### src/rtl/dsm3_pkg.sv
`timescale 1ns/1ps
package dsm3_pkg;
  typedef enum logic [1:0] {
    DITH_OFF      = 2'd0,
    DITH_UNSHAPED = 2'd1,
    DITH_SHAPED   = 2'd2,
    DITH_EXT      = 2'd3
  } dith_mode_e;
endpackage

### src/rtl/dsm3_quant.sv
`timescale 1ns/1ps
module dsm3_quant #(
  parameter int IN_W  = 16,
  parameter int OUT_W = 4
) (
  input  logic        [IN_W+OUT_W-1:0] q_in_i,
  output logic        [IN_W-1:0]       err_o,
  output logic signed [OUT_W-1:0]      y_o
);
  // floor division by 2^IN_W: upper bits are the integer, lower bits the error
  assign err_o = q_in_i[IN_W-1:0];
  assign y_o   = $signed(q_in_i[IN_W+OUT_W-1:IN_W]);
endmodule

### src/rtl/dsm3_dither.sv
`timescale 1ns/1ps
module dsm3_dither
  import dsm3_pkg::*;
(
  input  logic              clk_i,
  input  logic              rst_ni,
  input  logic              en_i,
  input  dith_mode_e        mode_i,
  input  logic              err_msb_i,
  input  logic              ext_dith_i,
  output logic signed [1:0] cin1_o,
  output logic signed [1:0] cin2_o
);
  logic dn_q;

  always_ff @(posedge clk_i or negedge rst_ni) begin
    if (!rst_ni)   dn_q <= 1'b0;
    else if (en_i) dn_q <= err_msb_i;
  end

  always_comb begin
    cin1_o = 2'sd0;
    cin2_o = 2'sd0;
    unique case (mode_i)
      DITH_UNSHAPED: cin1_o = {1'b0, dn_q};
      DITH_SHAPED: begin
        // -d into stage 0, +d into stage 1: (1-z^-1) shaping
        cin1_o = dn_q ? -2'sd1 : 2'sd0;
        cin2_o = {1'b0, dn_q};
      end
      DITH_EXT:      cin1_o = {1'b0, ext_dith_i};
      default: ;
    endcase
  end
endmodule

### src/rtl/dsm3_err_loop.sv
`timescale 1ns/1ps
module dsm3_err_loop #(
  parameter int IN_W    = 16,
  parameter int GUARD_W = 5,
  parameter int N_STG   = 3
) (
  input  logic                            clk_i,
  input  logic                            rst_ni,
  input  logic                            en_i,
  input  logic        [IN_W-1:0]          frac_i,
  input  logic        [IN_W-1:0]          err_i,
  input  logic signed [1:0]               cin1_i,
  input  logic signed [1:0]               cin2_i,
  output logic signed [IN_W+GUARD_W-1:0]  acc_o
);
  localparam int ACC_W = IN_W + GUARD_W;

  logic signed [ACC_W-1:0] err_s, err_x3, frac_s;
  logic signed [ACC_W-1:0] stg_q   [N_STG];
  logic signed [ACC_W-1:0] stg_nxt [N_STG];

  assign err_s  = $signed({{GUARD_W{1'b0}}, err_i});
  assign err_x3 = (err_s <<< 1) + err_s;
  assign frac_s = $signed({{GUARD_W{1'b0}}, frac_i});

  // transposed FIR on E: taps z^-3 (+1), z^-2 (-3), z^-1 (+3)
  for (genvar k = 0; k < N_STG; k++) begin : g_stg
    if (k == 0) begin : g_first
      assign stg_nxt[k] = frac_s + err_s + {{(ACC_W-2){cin1_i[1]}}, cin1_i};
    end else if (k == 1) begin : g_mid
      assign stg_nxt[k] = stg_q[k-1] - err_x3 + {{(ACC_W-2){cin2_i[1]}}, cin2_i};
    end else begin : g_last
      assign stg_nxt[k] = stg_q[k-1] + err_x3;
    end

    always_ff @(posedge clk_i or negedge rst_ni) begin
      if (!rst_ni)   stg_q[k] <= '0;
      else if (en_i) stg_q[k] <= stg_nxt[k];
    end
  end

  assign acc_o = stg_q[N_STG-1];
endmodule

### src/rtl/dsm3_sd_mod.sv
`timescale 1ns/1ps
module dsm3_sd_mod
  import dsm3_pkg::*;
#(
  parameter int IN_W    = 16,
  parameter int OUT_W   = 4,
  parameter int GUARD_W = 5
) (
  input  logic                    clk_i,
  input  logic                    rst_ni,
  input  logic                    en_i,
  input  logic [IN_W-1:0]         frac_i,
  input  logic [1:0]              mode_i,
  input  logic                    ext_dith_i,
  output logic signed [OUT_W-1:0] y_o
);
  localparam int ACC_W = IN_W + GUARD_W;
  localparam int HI_W  = ACC_W - (IN_W + OUT_W) + 1;

  dith_mode_e              mode;
  logic signed [ACC_W-1:0] acc;
  logic        [IN_W-1:0]  err;
  logic signed [1:0]       cin1, cin2;
  logic        [HI_W-1:0]  hi_bits;

  assign mode    = dith_mode_e'(mode_i);
  assign hi_bits = acc[ACC_W-1:IN_W+OUT_W-1];

  dsm3_err_loop #(.IN_W(IN_W), .GUARD_W(GUARD_W), .N_STG(3)) u_loop (
    .clk_i  (clk_i),
    .rst_ni (rst_ni),
    .en_i   (en_i),
    .frac_i (frac_i),
    .err_i  (err),
    .cin1_i (cin1),
    .cin2_i (cin2),
    .acc_o  (acc)
  );

  dsm3_quant #(.IN_W(IN_W), .OUT_W(OUT_W)) u_quant (
    .q_in_i (acc[IN_W+OUT_W-1:0]),
    .err_o  (err),
    .y_o    (y_o)
  );

  dsm3_dither u_dith (
    .clk_i      (clk_i),
    .rst_ni     (rst_ni),
    .en_i       (en_i),
    .mode_i     (mode),
    .err_msb_i  (err[IN_W-1]),
    .ext_dith_i (ext_dith_i),
    .cin1_o     (cin1),
    .cin2_o     (cin2)
  );

  AST_OUT_RANGE: assert property (@(posedge clk_i) disable iff (!rst_ni)
    (y_o >= -3) && (y_o <= 4));
  AST_NO_OVERFLOW: assert property (@(posedge clk_i) disable iff (!rst_ni)
    (&hi_bits) || !(|hi_bits));
  AST_HOLD: assert property (@(posedge clk_i) disable iff (!rst_ni)
    !en_i |=> $stable(y_o) && $stable(err));
  AST_UNSHAPED_LAG: assert property (@(posedge clk_i) disable iff (!rst_ni)
    ($past(en_i) && mode == DITH_UNSHAPED) |-> cin1 == {1'b0, $past(err[IN_W-1])});
  AST_OFF_QUIET: assert property (@(posedge clk_i) disable iff (!rst_ni)
    mode == DITH_OFF |-> cin1 == 2'sd0 && cin2 == 2'sd0);
  AST_SHAPED_PAIR: assert property (@(posedge clk_i) disable iff (!rst_ni)
    mode == DITH_SHAPED |-> (cin1 + cin2) == 2'sd0 && cin2 >= 2'sd0);
  AST_EXT_PASS: assert property (@(posedge clk_i) disable iff (!rst_ni)
    mode == DITH_EXT |-> cin1 == {1'b0, ext_dith_i} && cin2 == 2'sd0);
endmodule

### config.mk
export PLATFORM = sky130hd
export DESIGN_NAME = dsm3_sd_mod
export DESIGN_NICKNAME = d
export VERILOG_FILES = /design/src/rtl/dsm3_pkg.sv /design/src/rtl/dsm3_quant.sv /design/src/rtl/dsm3_dither.sv /design/src/rtl/dsm3_err_loop.sv /design/src/rtl/dsm3_sd_mod.sv
export SDC_FILE = /design/constraint.sdc
export NUM_CORES = 1
export LEC_CHECK = 0
export BUFFER_PORTS_ARGS = -buffer_cell sky130_fd_sc_hd__buf_2
export CAP_MARGIN = 0
export CORE_ASPECT_RATIO = 0.6
export CORE_UTILIZATION = 58
export DETAILED_ROUTE_END_ITERATION = 10
export PLACE_DENSITY = 0.87
export RECOVER_POWER = 50
export SYNTH_ARGS = -nofsm -noshare
export SYNTH_HDL_FRONTEND = slang
export SYNTH_SLANG_ARGS = --single-unit
### constraint.sdc
create_clock -name clk_i -period 3.9 [get_ports clk_i]
set_clock_uncertainty 0.2 [all_clocks]
set_input_delay 0.585 -clock clk_i [delete_from_list [all_inputs] [get_ports clk_i]]
set_output_delay 0.585 -clock clk_i [all_outputs]
set_load 0.02 [all_outputs]
==> summary.txt, run 1 <==
Floorplanning
  • Core ar.: 0.0114 mm2
  • Initial Util: 60.1%
  • Row count: 30
  • IO Count: 26
  • Height of the die: 86.1 um
  • Die Width: 142 um
  • Die ar.: 0.0122 mm2

Setup path
  • R2r setup slk: -0.42 ns
  • Data required time of the worst path: 3.91 ns
  • Slowest stage delay, CP: 0.40 ns
  • Crit start category: register
  • Slowest-stage cell, CP: dfrtp_1
  • CP Cell Sequence: ha_2 > inv_2 > fa_2 > nor2b_2 > o21ai_2 > a21boi_2 > o211ai_1 > buf_4 > nor3b_4 > nor4_2 > ha_1 > ha_4 > nand3_4 > or3_1 > a221o_1 > and3b_1 > o211ai_1 > o311ai_1
  • Worst-path fanout max: 4
  • Critical path arrival: 4.33 ns
  • Crit end category: register
  • Worst Setup Path Type: reg -> reg
  • CP most frequent cell: o211ai_1

Synthesis
  • Top FF cell, synth: dfrtp_1
  • Syn_area_per_cell: 8.56 um2
  • Largest family of logic cells by synthesized area: compound AO/OA/AOI/OAI gates
  • Adder-cell share of the synthesized area: 20.7%
  • Unique cell type count in the Yosys netlist: 71
  • EDFF count, synth: 0
  • Post-synthesis compound-gate area fraction: between 20% and 30%
  • Seq/Total Area, Yosys: 22.0%
  • Warnings from Yosys: 0
  • Flops & latches, synth: 60
  • Cell area after synthesis: 0.00683 mm2
  • Simple-gate share of the synthesized area: 15.9%
  • Xor/xnor share of the synthesized area: between 6 and 7%
  • Mux contribution to synthesized area: 4.85%
  • Synth Instances: between 700 and 800
  • Asr flop ratio synth: 100%
  • Post-Syn Nets: 930

Global route
  • Grt met3 use: 10.1%
  • Busiest grt layer: met2
  • Overall routing resource usage: 35.0%
  • First-pass GRT wire length: 33100 um
  • Initial antenna violation count: 0
  • Final global-route overflow total: 0
  • Vias in the first global route: 6575
  • Pin count of the biggest net entering global routing: 66
  • Met2 Track Usage GR: a little over half
  • Met1 usage: between 40% and 50%

Placement
  • GPL Wtd Cong: 0.952
  • DP HPWL: 14800 um
  • Post-placement setup slack: -0.347 ns
  • Buffers on Ports: 25
  • Area of placed instances: 0.00797 mm2

STA
  • Final Hold Fails: 0
  • Relative slew slack: -81.7%
  • Minimum clock period: roughly 4.3 ns
  • Tcrit/Tclk final: 111%
  • RSZ-0062 raised after global routing: true
  • Fmax: 232 MHz
  • Final max-slew violation count: 48
  • Worst-margin pin slew: between 2 and 3 ns
  • Setup Viol. Count Final: 20
  • PnR worst setup slack: -0.417 ns

Clocking
  • Clock Tree Root: clkbuf_16
  • TritonCTS clock tree: yes
  • H-Tree Depth: 3
  • Hold Buf Count CTS: 0
  • Worst skew pair latency: 0.35 ns
  • Cts bufs inserted: 9
  • Clock sink total: 60
  • Clock Path Buffers: 2
  • Clock transition at path regs: 0.06 ns

Hold path
  • Worst hold path class: reg -> reg

Final layout
  • # diodes: 0
  • # fillers: 663
  • Sequential cell area: 0.00150 mm2
  • Final core occ: around four fifths
  • Commonest non-fill, non-tap cell in the layout: buf_4
  • Area growth syn-to-layout: 33.8%
  • Finished Cell Area: 0.00914 mm2
  • Final layout net count: roughly 1100
  • Multi-input gate area: between 0.005 and 0.006 mm2
  • Layout cells sized above 1: 33.2%
  • Commonest non-fill, non-tap cells in the layout: buf_4 (134), ha_1 (87), dfrtp_1 (59)

Detailed routing
  • Routed vias/inst: approximately 6.6
  • DR iter-0 viols: 662
  • Per-cell routed wire length: 21.4 um
  • Vias after detailed routing: 7322
  • First drt pass iteration count: 6
  • Wirelength, routed: ~24000 um
  • Antenna viol nets, final: 0
  • DRC errors left: 0

Run status
  • Failing checks: capacitance limit, slew limit, setup timing
  • Outcome: finished with violations

Run
  • Max-cap violation count: 1
[synth_stat cells, types with 4 or more instances]
cell type	count	area share [%]
nor2_1	43	2.4
a31oi_1	7	0.64
nand3_1	18	1.3
dfrtp_1	60	22
nor4_1	4	0.37
nand2b_1	7	0.64
mux2_2	25	4.1
nand2_1	49	2.7
a21boi_0	4	0.44
or3_1	7	0.64
buf_1	5	0.27
and3_1	12	1.1
o31ai_1	6	0.66
buf_4	4	0.44
xor2_1	16	2.1
o21bai_1	6	0.66
nand4_1	10	0.92
xnor2_1	36	4.6
a21o_1	28	3.1
or4_1	6	0.66
nor2b_1	12	1.1
o22ai_1	6	0.55
o21a_1	15	1.6
o21ai_0	48	3.5
o211ai_1	6	0.66
clkbuf_1	16	0.88
inv_1	47	2.6
o41ai_1	5	0.64
and2_1	4	0.37
ha_1	105	19
a21oi_1	68	5.0
a211oi_1	19	2.1
o311ai_0	4	0.51
mux2i_1	5	0.73
nor3_1	16	1.2
fa_1	5	1.5
nand3b_1	7	0.77
[metal layers]
| metal | share of wire, % | vias up |
|---|---|---|
| met1 | 42 | 3493 |
| met4 | 3.2 | 0 |
| met5 | 0 | - |
| li1 | - | 3288 |
| met2 | 45 | 444 |
| met3 | 11 | 97 |
[sequential cells by signal, summed over array words and instances, names as in the netlist]
signal and count:
u_loop.acc_o 20, u_loop.stg_q 39, u_dith.dn_q 1
[stage by stage]
step	TNS, ns	hold slack (ns)	cells
2_1_floorplan	-0.207	0.0894	798
4_1_cts	-0.753	0.288	1098
3_5_place_dp	-4.37	0.273	1076
3_3_place_gp	-2.03	0.266	1076
6_report	-4.83	0.313	1112
5_1_grt	-7.45	0.334	1112
[final cells by class]
type	instances	area share, %
clock buffer	11	2.77
sequential	60	16.4
multi-input combinational	662	62.5
inverter	47	1.93
timing repair buffer	168	13.4
clock inverter	4	0.794
tap	160	2.19
[worst paths after layout]
kind                                               from                            to  cells past startpoint
min                        u_loop.stg_q[24]$_DFFE_PN0P_  u_loop.stg_q[24]$_DFFE_PN0P_                      1
min in group asynchronous                        rst_ni  u_loop.stg_q[58]$_DFFE_PN0P_                      1
min reg2reg                u_loop.stg_q[24]$_DFFE_PN0P_  u_loop.stg_q[24]$_DFFE_PN0P_                      1
max in group asynchronous                        rst_ni   u_loop.acc_o[2]$_DFFE_PN0P_                      2
max reg2reg                 u_loop.acc_o[1]$_DFFE_PN0P_  u_loop.stg_q[39]$_DFFE_PN0P_                     18
max                         u_loop.acc_o[1]$_DFFE_PN0P_  u_loop.stg_q[39]$_DFFE_PN0P_                     18
[kinds of logic after synthesis]
kind of cell / count (synthesis)
AO/OA/AOI/OAI: 261
buffers and inverters: 76
XOR/XNOR: 52
AND/OR/NAND/NOR: 209
flip-flops: 60
adder cells (fa/ha/maj): 110
multiplexers: 30
[what timing repair did]
action | CTS | global route
resized for setup | 49 | 100
endpoints found under the hold margin | 0 | 0
buffers inserted | 7 | 16
pin swaps | 20 | 73
setup endpoints to repair | 25 | 30
[worst max-delay path, delay by kind of cell, from the launching register on]
family          cells  cell delay [ns]
compound gates      6             1.06
fa+ha+maj           4             1.21
buf+inv             2             0.22
flops               1             0.40
simple gates        6             1.07
Power of run 1 is left out: the tool's default activity adds up to more than one toggle a clock period on the data nets, which glitch-free logic cannot reach.
==> run 2: changes to the inputs <==
--- a/config.mk
+++ b/config.mk
@@ -5,6 +5,7 @@
 export SDC_FILE = /design/constraint.sdc
 export NUM_CORES = 1
 export LEC_CHECK = 0
+export ABC_AREA = 1
 export BUFFER_PORTS_ARGS = -buffer_cell sky130_fd_sc_hd__buf_2
 export CAP_MARGIN = 0
 export CORE_ASPECT_RATIO = 0.6
==> run 2 against run 1 <==
The flow finishes with violations (capacitance limit, slew limit). Die area increased by 6.2%. Maximum frequency increased by 16%. Area after synthesis increased by 6.4%. Critical path depth decreased by 1. Register-to-register slack improved by 0.60 ns. Worst setup slack improved by 0.60 ns. Non-clock buffer count decreased by 135. Count of clock-buffer cells in the layout decreased by 2. Sequential share of layout area increased by 2.6 points. Via count increased by 0.92%. Core utilization decreased by 15 points. Critical path type unchanged.
==> summary.txt, run 2 <==
Run status
  • Outcome: finished with violations
  • Failing checks: capacitance limit, slew limit

Hold path
  • Hold_sp: u_loop.stg_q[21]$_DFFE_PN0P_
  • Worst hold path class: reg -> reg

Synthesis
  • Top cell type's share of synthesized area: 20.7% (-1.3 points)
  • Cell area after synthesis: 0.00727 mm2 (+6.4%)
  • Seq/Total Area, Yosys: 20.7% (-1.3 points)
  • Syn_area_per_cell: 6.52 um2 (-24%)
  • Synth Instances: 1115 (+40%)
  • List of most frequent post-synthesis cells: nand2_1 (391), inv_1 (129), ha_1 (105)
  • Unique cell type count in the Yosys netlist: 38 (-46%)
  • Top FF cell, synth: dfrtp_1
  • Asr flop ratio synth: 100% (unchanged)
  • Synth top area cells: dfrtp_1 (21%), nand2_1 (20%), ha_1 (18%)
  • EDFF count, synth: 0 (unchanged)
  • Flops & latches, synth: 60 (unchanged)
  • Yosys top cell by area: dfrtp_1
  • Count leader, synth: nand2_1
  • Warnings from Yosys: 0 (unchanged)
  • Post-Syn Nets: 1247 (+34%)

Final layout
  • Final core occ: 65.0% (-15 points)
  • # fillers: 1073 (+62%)
  • Final layout net count: 1274 (+18%)
  • Multi-input gate area: 0.00522 mm2 (-8.6%)
  • Commonest non-fill, non-tap cells in the layout: nand2_1 (390), inv_1 (128), ha_1 (103)
  • Commonest non-fill, non-tap cell in the layout: nand2_1
  • Area growth syn-to-layout: 8.68%
  • Reg with most FFs: u_loop.stg_q
  • Layout cells sized above 1: 6.97% (-26 points)
  • Max reg flops: 39 (unchanged)
  • # diodes: 0 (unchanged)
  • Sequential cell area: 0.00150 mm2 (unchanged)

Floorplanning
  • Die ar.: 0.0130 mm2 (+6.2%)
  • IO Count: 26 (unchanged)
  • Die Width: 146 um (+3.1%)
  • Initial Util: 59.8% (-0.22 points)
  • Height of the die: 88.7 um (+3.1%)
  • Core ar.: 0.0121 mm2 (+6.7%)
  • Row count: 31 (+3.3%)

Clocking
  • Clock Path Buffers: 2 (unchanged)
  • H-Tree Depth: 3 (unchanged)
  • Hold Buf Count CTS: 0 (unchanged)
  • Worst skew pair latency: 0.35 ns (about the same)
  • Clock Tree Root: clkbuf_16
  • Cts bufs inserted: 9 (unchanged)
  • Clock transition at path regs: 0.06 ns (about the same)
  • Clock sink total: 60 (unchanged)
  • TritonCTS clock tree: yes

Placement
  • Post-placement setup slack: 0.117 ns (+0.464 ns)
  • GPL Wtd Cong: 0.996 (+4.6%)
  • DP HPWL: 17200 um (+16%)
  • Buffers on Ports: 25 (unchanged)

Global route
  • Pin count of the biggest net entering global routing: 74 (+12%)
  • First-pass GRT wire length: 34400 um (+3.8%)
  • Overall routing resource usage: 34.5% (-0.45 points)
  • Vias in the first global route: 6657 (+1.2%)
  • Initial antenna violation count: 0 (unchanged)
  • Final global-route overflow total: 0 (unchanged)

STA
  • Relative slew slack: -24.4% (+57 points)
  • Hold WS: 0.277 ns (-0.0356 ns)
  • Minimum clock period: 3.72 ns (-0.601 ns)
  • Final Hold Fails: 0 (unchanged)
  • Tcrit/Tclk final: 95.3% (-15 points)
  • PnR worst setup slack: 0.183 ns (+0.601 ns)
  • Worst-margin pin slew: 1.87 ns (-0.860 ns)
  • Final max-slew violation count: 36 (-25%)
  • Fmax: 269 MHz (+16%)
  • Setup Viol. Count Final: 0 (-100%)
  • Setup tns final: 0 ns (+4.83 ns)

Detailed routing
  • Vias after detailed routing: 7389 (+0.92%)
  • Wirelength, routed: 21400 um (-10%)
  • DRC errors left: 0 (unchanged)
  • First drt pass iteration count: 5 (-1)
  • Antenna viol nets, final: 0 (unchanged)
  • Per-cell routed wire length: 16.3 um (-24%)
  • Routed vias/inst: 5.63 (-14%)
  • DR iter-0 viols: 874 (+32%)

Setup path
  • Worst-path fanout max: 4 (unchanged)
  • Critical path arrival: 3.75 ns (-0.58 ns)
  • Data required time of the worst path: 3.93 ns (+0.02 ns)
  • Crit end category: register
  • Setup crit start: u_loop.acc_o[3]$_DFFE_PN0P_
  • Crit start category: register
  • Worst Setup Path Type: reg -> reg
  • RR Startpoint: u_loop.acc_o[3]$_DFFE_PN0P_

Run
  • Max-cap violation count: 1 (unchanged)
## run 2: cell types whose count changed after synthesis, moves of 12 or more
| cell | change |
|---|---|
| a211oi_1 | -18 |
| a21o_1 | -26 |
| and3_1 | -12 |
| clkbuf_1 | -14 |
| inv_1 | +82 |
| mux2_2 | -25 |
| nand2_1 | +342 |
| nand3_1 | +71 |
| nor2_1 | +26 |
| nor2b_1 | -12 |
| o21a_1 | -14 |
## run 2: kinds of logic after synthesis
kind of cell / Yosys count / share of synthesized area, %
xor gates and xnor gates: 48 / 5.89
buffers and inverters: 148 / 7.99
adders and majority gates: 110 / 19.5
DFF: 60 / 20.7
AOI/OAI and AO/OA: 149 / 11.2
and+or+nand+nor: 600 / 34.8
## run 2: through the flow
stage,std cells,cell area [um2]
4_1_cts,1310,7850
3_3_place_gp,1294,7550
2_1_floorplan,1115,7270
6_report,1312,7900
5_1_grt,1312,7900
3_5_place_dp,1294,7550
## run 2: final timing paths
kind / slack [ns] / depth (start not counted) / end
hold / removal: 0.28 / 2 / u_loop.stg_q[21]$_DFFE_PN0P_
setup reg to reg: 0.18 / 17 / u_loop.stg_q[38]$_DFFE_PN0P_
min in group asynchronous: 0.54 / 1 / u_loop.stg_q[42]$_DFFE_PN0P_
max in group asynchronous: 1.33 / 2 / u_loop.stg_q[37]$_DFFE_PN0P_
setup / recovery: 0.18 / 17 / u_loop.stg_q[38]$_DFFE_PN0P_
hold reg to reg: 0.28 / 2 / u_loop.stg_q[21]$_DFFE_PN0P_
## run 2: timing repair
item | CTS | global route
setup endpoints to repair | 0 | 10
setup buffers | 0 | 2
resized for setup | 0 | 9
## run 2: layout make-up
type                            instances  area share (%)
Inverter                              131            6.23
Multi-Input combinational cell        907            66.1
Timing Repair Buffer                   33            2.23
Tap cell                              165            2.61
Clock buffer                            9            2.85
Clock inverter                          7           0.935
Sequential cell                        60            19.0
## run 2: metal layers
metal	track usage [%]	share of wire [%]	wire, um	up-vias
li1	-	-	-	3683
met1	51.5	50	10700	3330
met2	48.9	38	8100	344
met3	8.97	11	2260	32
met4	8.33	1.5	325	0
met5	0	0	0	-
## run 2: critical path, cell delays in order, from the launching register on
cell and delay (ns):
dfrtp_1 0.45, ha_1 0.40, nand3_1 0.10, nand2_1 0.14, inv_2 0.08, o21bai_2 0.26, xor2_1 0.26, inv_1 0.08
ha_1 0.28, ha_1 0.38, nand2_1 0.12, nand2_1 0.09, a21oi_1 0.20, nand3_2 0.21, nand2_1 0.13, nand3_1 0.07
nand3_1 0.09, nand2_1 0.05
Power of run 2 is left out for the same reason.
==> run 3: changes to the inputs <==
--- a/config.mk
+++ b/config.mk
@@ -8,10 +8,9 @@
 export ABC_AREA = 1
 export BUFFER_PORTS_ARGS = -buffer_cell sky130_fd_sc_hd__buf_2
 export CAP_MARGIN = 0
-export CORE_ASPECT_RATIO = 0.6
-export CORE_UTILIZATION = 58
+export CORE_UTILIZATION = 50
 export DETAILED_ROUTE_END_ITERATION = 10
-export PLACE_DENSITY = 0.87
+export PLACE_DENSITY = 0.78
 export RECOVER_POWER = 50
 export SYNTH_ARGS = -nofsm -noshare
 export SYNTH_HDL_FRONTEND = slang
==> run 3 against run 2 <==
The flow still finishes with violations (capacitance limit, slew limit). Maximum frequency is 3.4% higher. Critical path depth is 3 higher. Count of clock-buffer cells in the layout up 1. Critical path type unchanged. Critical endpoint is now u_loop.stg_q[36]$_DFFE_PN0P_. Largest cell class unchanged.
==> summary.txt, run 3 (synthesis gave the netlist of run 2 again) <==
Floorplanning
  • Height of the die: 123 um (+38%)
  • Core ar.: 0.0140 mm2 (+16%)
  • IO Count: 26 (unchanged)
  • Initial Util: 51.7% (-8.1 points)
  • Die Width: 123 um (-16%)
  • Die ar.: 0.0150 mm2 (+16%)
  • Row count: 43 (+39%)

STA
  • Setup Viol. Count Final: 0 (unchanged)
  • Relative slew slack: -30.4% (-6.0 points)
  • RSZ-0062 raised after global routing: false
  • PnR worst setup slack: 0.305 ns (+0.121 ns)
  • Worst-margin pin slew: 1.96 ns (+0.0899 ns)
  • Final Hold Fails: 0 (unchanged)
  • Minimum clock period: 3.60 ns (-0.121 ns)
  • Fmax: 278 MHz (+3.4%)
  • Setup tns final: 0 ns (unchanged)
  • Tcrit/Tclk final: 92.2% (-3.1 points)
  • Final max-slew violation count: 34 (-5.6%)

Final layout
  • Sequential cell area: 0.00150 mm2 (about the same)
  • Commonest non-fill, non-tap cells in the layout: nand2_1 (391), inv_1 (129), ha_1 (104)
  • Max reg flops: 39 (unchanged)
  • Layout cells sized above 1: 6.21% (-0.76 points)
  • Commonest non-fill, non-tap cell in the layout: nand2_1
  • Final layout net count: 1270 (-0.31%)
  • Multi-input gate area: 0.00519 mm2 (-0.65%)
  • Reg with most FFs: u_loop.stg_q
  • Area growth syn-to-layout: 8.66% (about the same)
  • # diodes: 0 (unchanged)
  • # fillers: 1399 (+30%)

Clocking
  • Setup bufs post-CTS: 0 (unchanged)
  • Worst skew pair latency: 0.33 ns (-0.02 ns)
  • Clock sink total: 60 (unchanged)
  • Cts bufs inserted: 9 (unchanged)
  • Clock Tree Root: clkbuf_16
  • TritonCTS clock tree: yes
  • Clock transition at path regs: 0.05 ns (about the same)
  • Clock Path Buffers: 2 (unchanged)
  • H-Tree Depth: 3 (unchanged)

Global route
  • Final global-route overflow total: 0 (unchanged)
  • Initial antenna violation count: 0 (unchanged)
  • Overall routing resource usage: 27.4% (-7.1 points)
  • Pin count of the biggest net entering global routing: 45 (-39%)
  • First-pass GRT wire length: 32000 um (-7.1%)
  • Vias in the first global route: 6845 (+2.8%)

Run status
  • Failing checks: capacitance limit, slew limit
  • Outcome: finished with violations

Placement
  • Buffers on Ports: 25 (unchanged)
  • GPL Wtd Cong: 0.954 (-4.2%)
  • Post-placement setup slack: 0.329 ns (+0.212 ns)
  • DP HPWL: 15400 um (-10%)

Detailed routing
  • First drt pass iteration count: 6 (+1)
  • DRC errors left: 0 (unchanged)
  • Wirelength, routed: 18900 um (-12%)
  • Vias after detailed routing: 7120 (-3.6%)
  • Per-cell routed wire length: 14.3 um (-12%)
  • DR iter-0 viols: 471 (-46%)
  • Routed vias/inst: 5.38 (-4.4%)
  • Antenna viol nets, final: 0 (unchanged)

Setup path
  • Slowest-stage cell, CP: dfrtp_1
  • Setup crit start: u_loop.acc_o[0]$_DFFE_PN0P_
  • Cell family with most CP delay: adder cells
  • Worst-path fanout max: 5 (+1)
  • Worst Setup Path Type: reg -> reg
  • Crit start category: register
  • Slowest stage delay, CP: 0.44 ns (about the same)
  • CP Cell Sequence: ha_1 > inv_1 > fa_1 > o21ai_2 > nand2_2 > nand2_4 > nand3_1 > nand2_2 > xnor2_1 > ha_1 > ha_1 > nand2_1 > inv_1 > nand2_1 > nand3_1 > a21oi_1 > nand2_1 > nand2_1 > nand3_1 > nand2_1
  • WP buf/inv: 2 (unchanged)
  • Data required time of the worst path: 3.96 ns (+0.03 ns)
  • RR Startpoint: u_loop.acc_o[0]$_DFFE_PN0P_
  • CP most frequent cell: nand2_1
  • R2r setup slk: 0.30 ns (+0.12 ns)
  • Crit end category: register
  • Critical path arrival: 3.66 ns (-0.09 ns)

Run
  • Max-cap violation count: 1 (unchanged)

Hold path
  • Hold_sp: u_loop.acc_o[18]$_DFFE_PN0P_
  • Worst hold path class: reg -> reg
[run 3: cell count changes in the layout (fill, tap and decap cells not counted), sizes merged]
cell / change
clkinv: -2
bufinv: +1
inv: -2
buf: -3
clkinvlp: +2
[run 3: final cells by class]
class,instances,area share (%)
clock buffers,10,3.03
clock inverters,6,1.11
inverters,131,6.23
multi-input cells,907,65.7
flip-flops and latches,60,19.0
well taps,180,2.85
repair buffers,29,2.08
[run 3: worst min-delay path, stage by stage, from the launching register on]
cell and delay, ns:
dfrtp_1 0.34, nand2_1 0.06, nand2_1 0.05
[run 3: final timing paths]
kind / endpoint / cells past startpoint
min reg2reg: u_loop.acc_o[18]$_DFFE_PN0P_ / 2
min: u_loop.acc_o[18]$_DFFE_PN0P_ / 2
max in group asynchronous: u_loop.stg_q[56]$_DFFE_PN0P_ / 2
min in group asynchronous: u_loop.stg_q[23]$_DFFE_PN0P_ / 1
max reg2reg: u_loop.stg_q[36]$_DFFE_PN0P_ / 20
max: u_loop.stg_q[36]$_DFFE_PN0P_ / 20
[run 3: metal layers]
metal  routed length [um]  share of wire (%)  GRT usage (%)  vias up
met4                  649                3.4           11.4        0
met3                  915                4.8           2.56       39
met2                 8270                 44           44.4      169
li1                     -                  -              -     3682
met5                    0                  0              0        -
met1                 9100                 48           37.1     3230
[run 3: what timing repair did]
| action | 4_1_cts | 5_1_grt |
|---|---|---|
| hold endpoints to repair | 0 | 0 |
| setup endpoints to repair | 0 | 1 |
| gates resized for setup | 0 | 1 |
| hold buffers | 0 | 0 |
[run 3: per-stage QoR]
stage / cell area (um2) / utilization, % / cells / hold slack, ns
2_1_floorplan: 7270 / - / 1115 / 0.0894
3_5_place_dp: 7570 / 53.9 / 1307 / 0.273
6_report: 7900 / 56.2 / 1323 / 0.277
4_1_cts: 7900 / 56.2 / 1323 / 0.171
5_1_grt: 7900 / 56.2 / 1323 / 0.296
3_3_place_gp: 7570 / 53.9 / 1307 / 0.264
Power of run 3 is left out for the same reason.
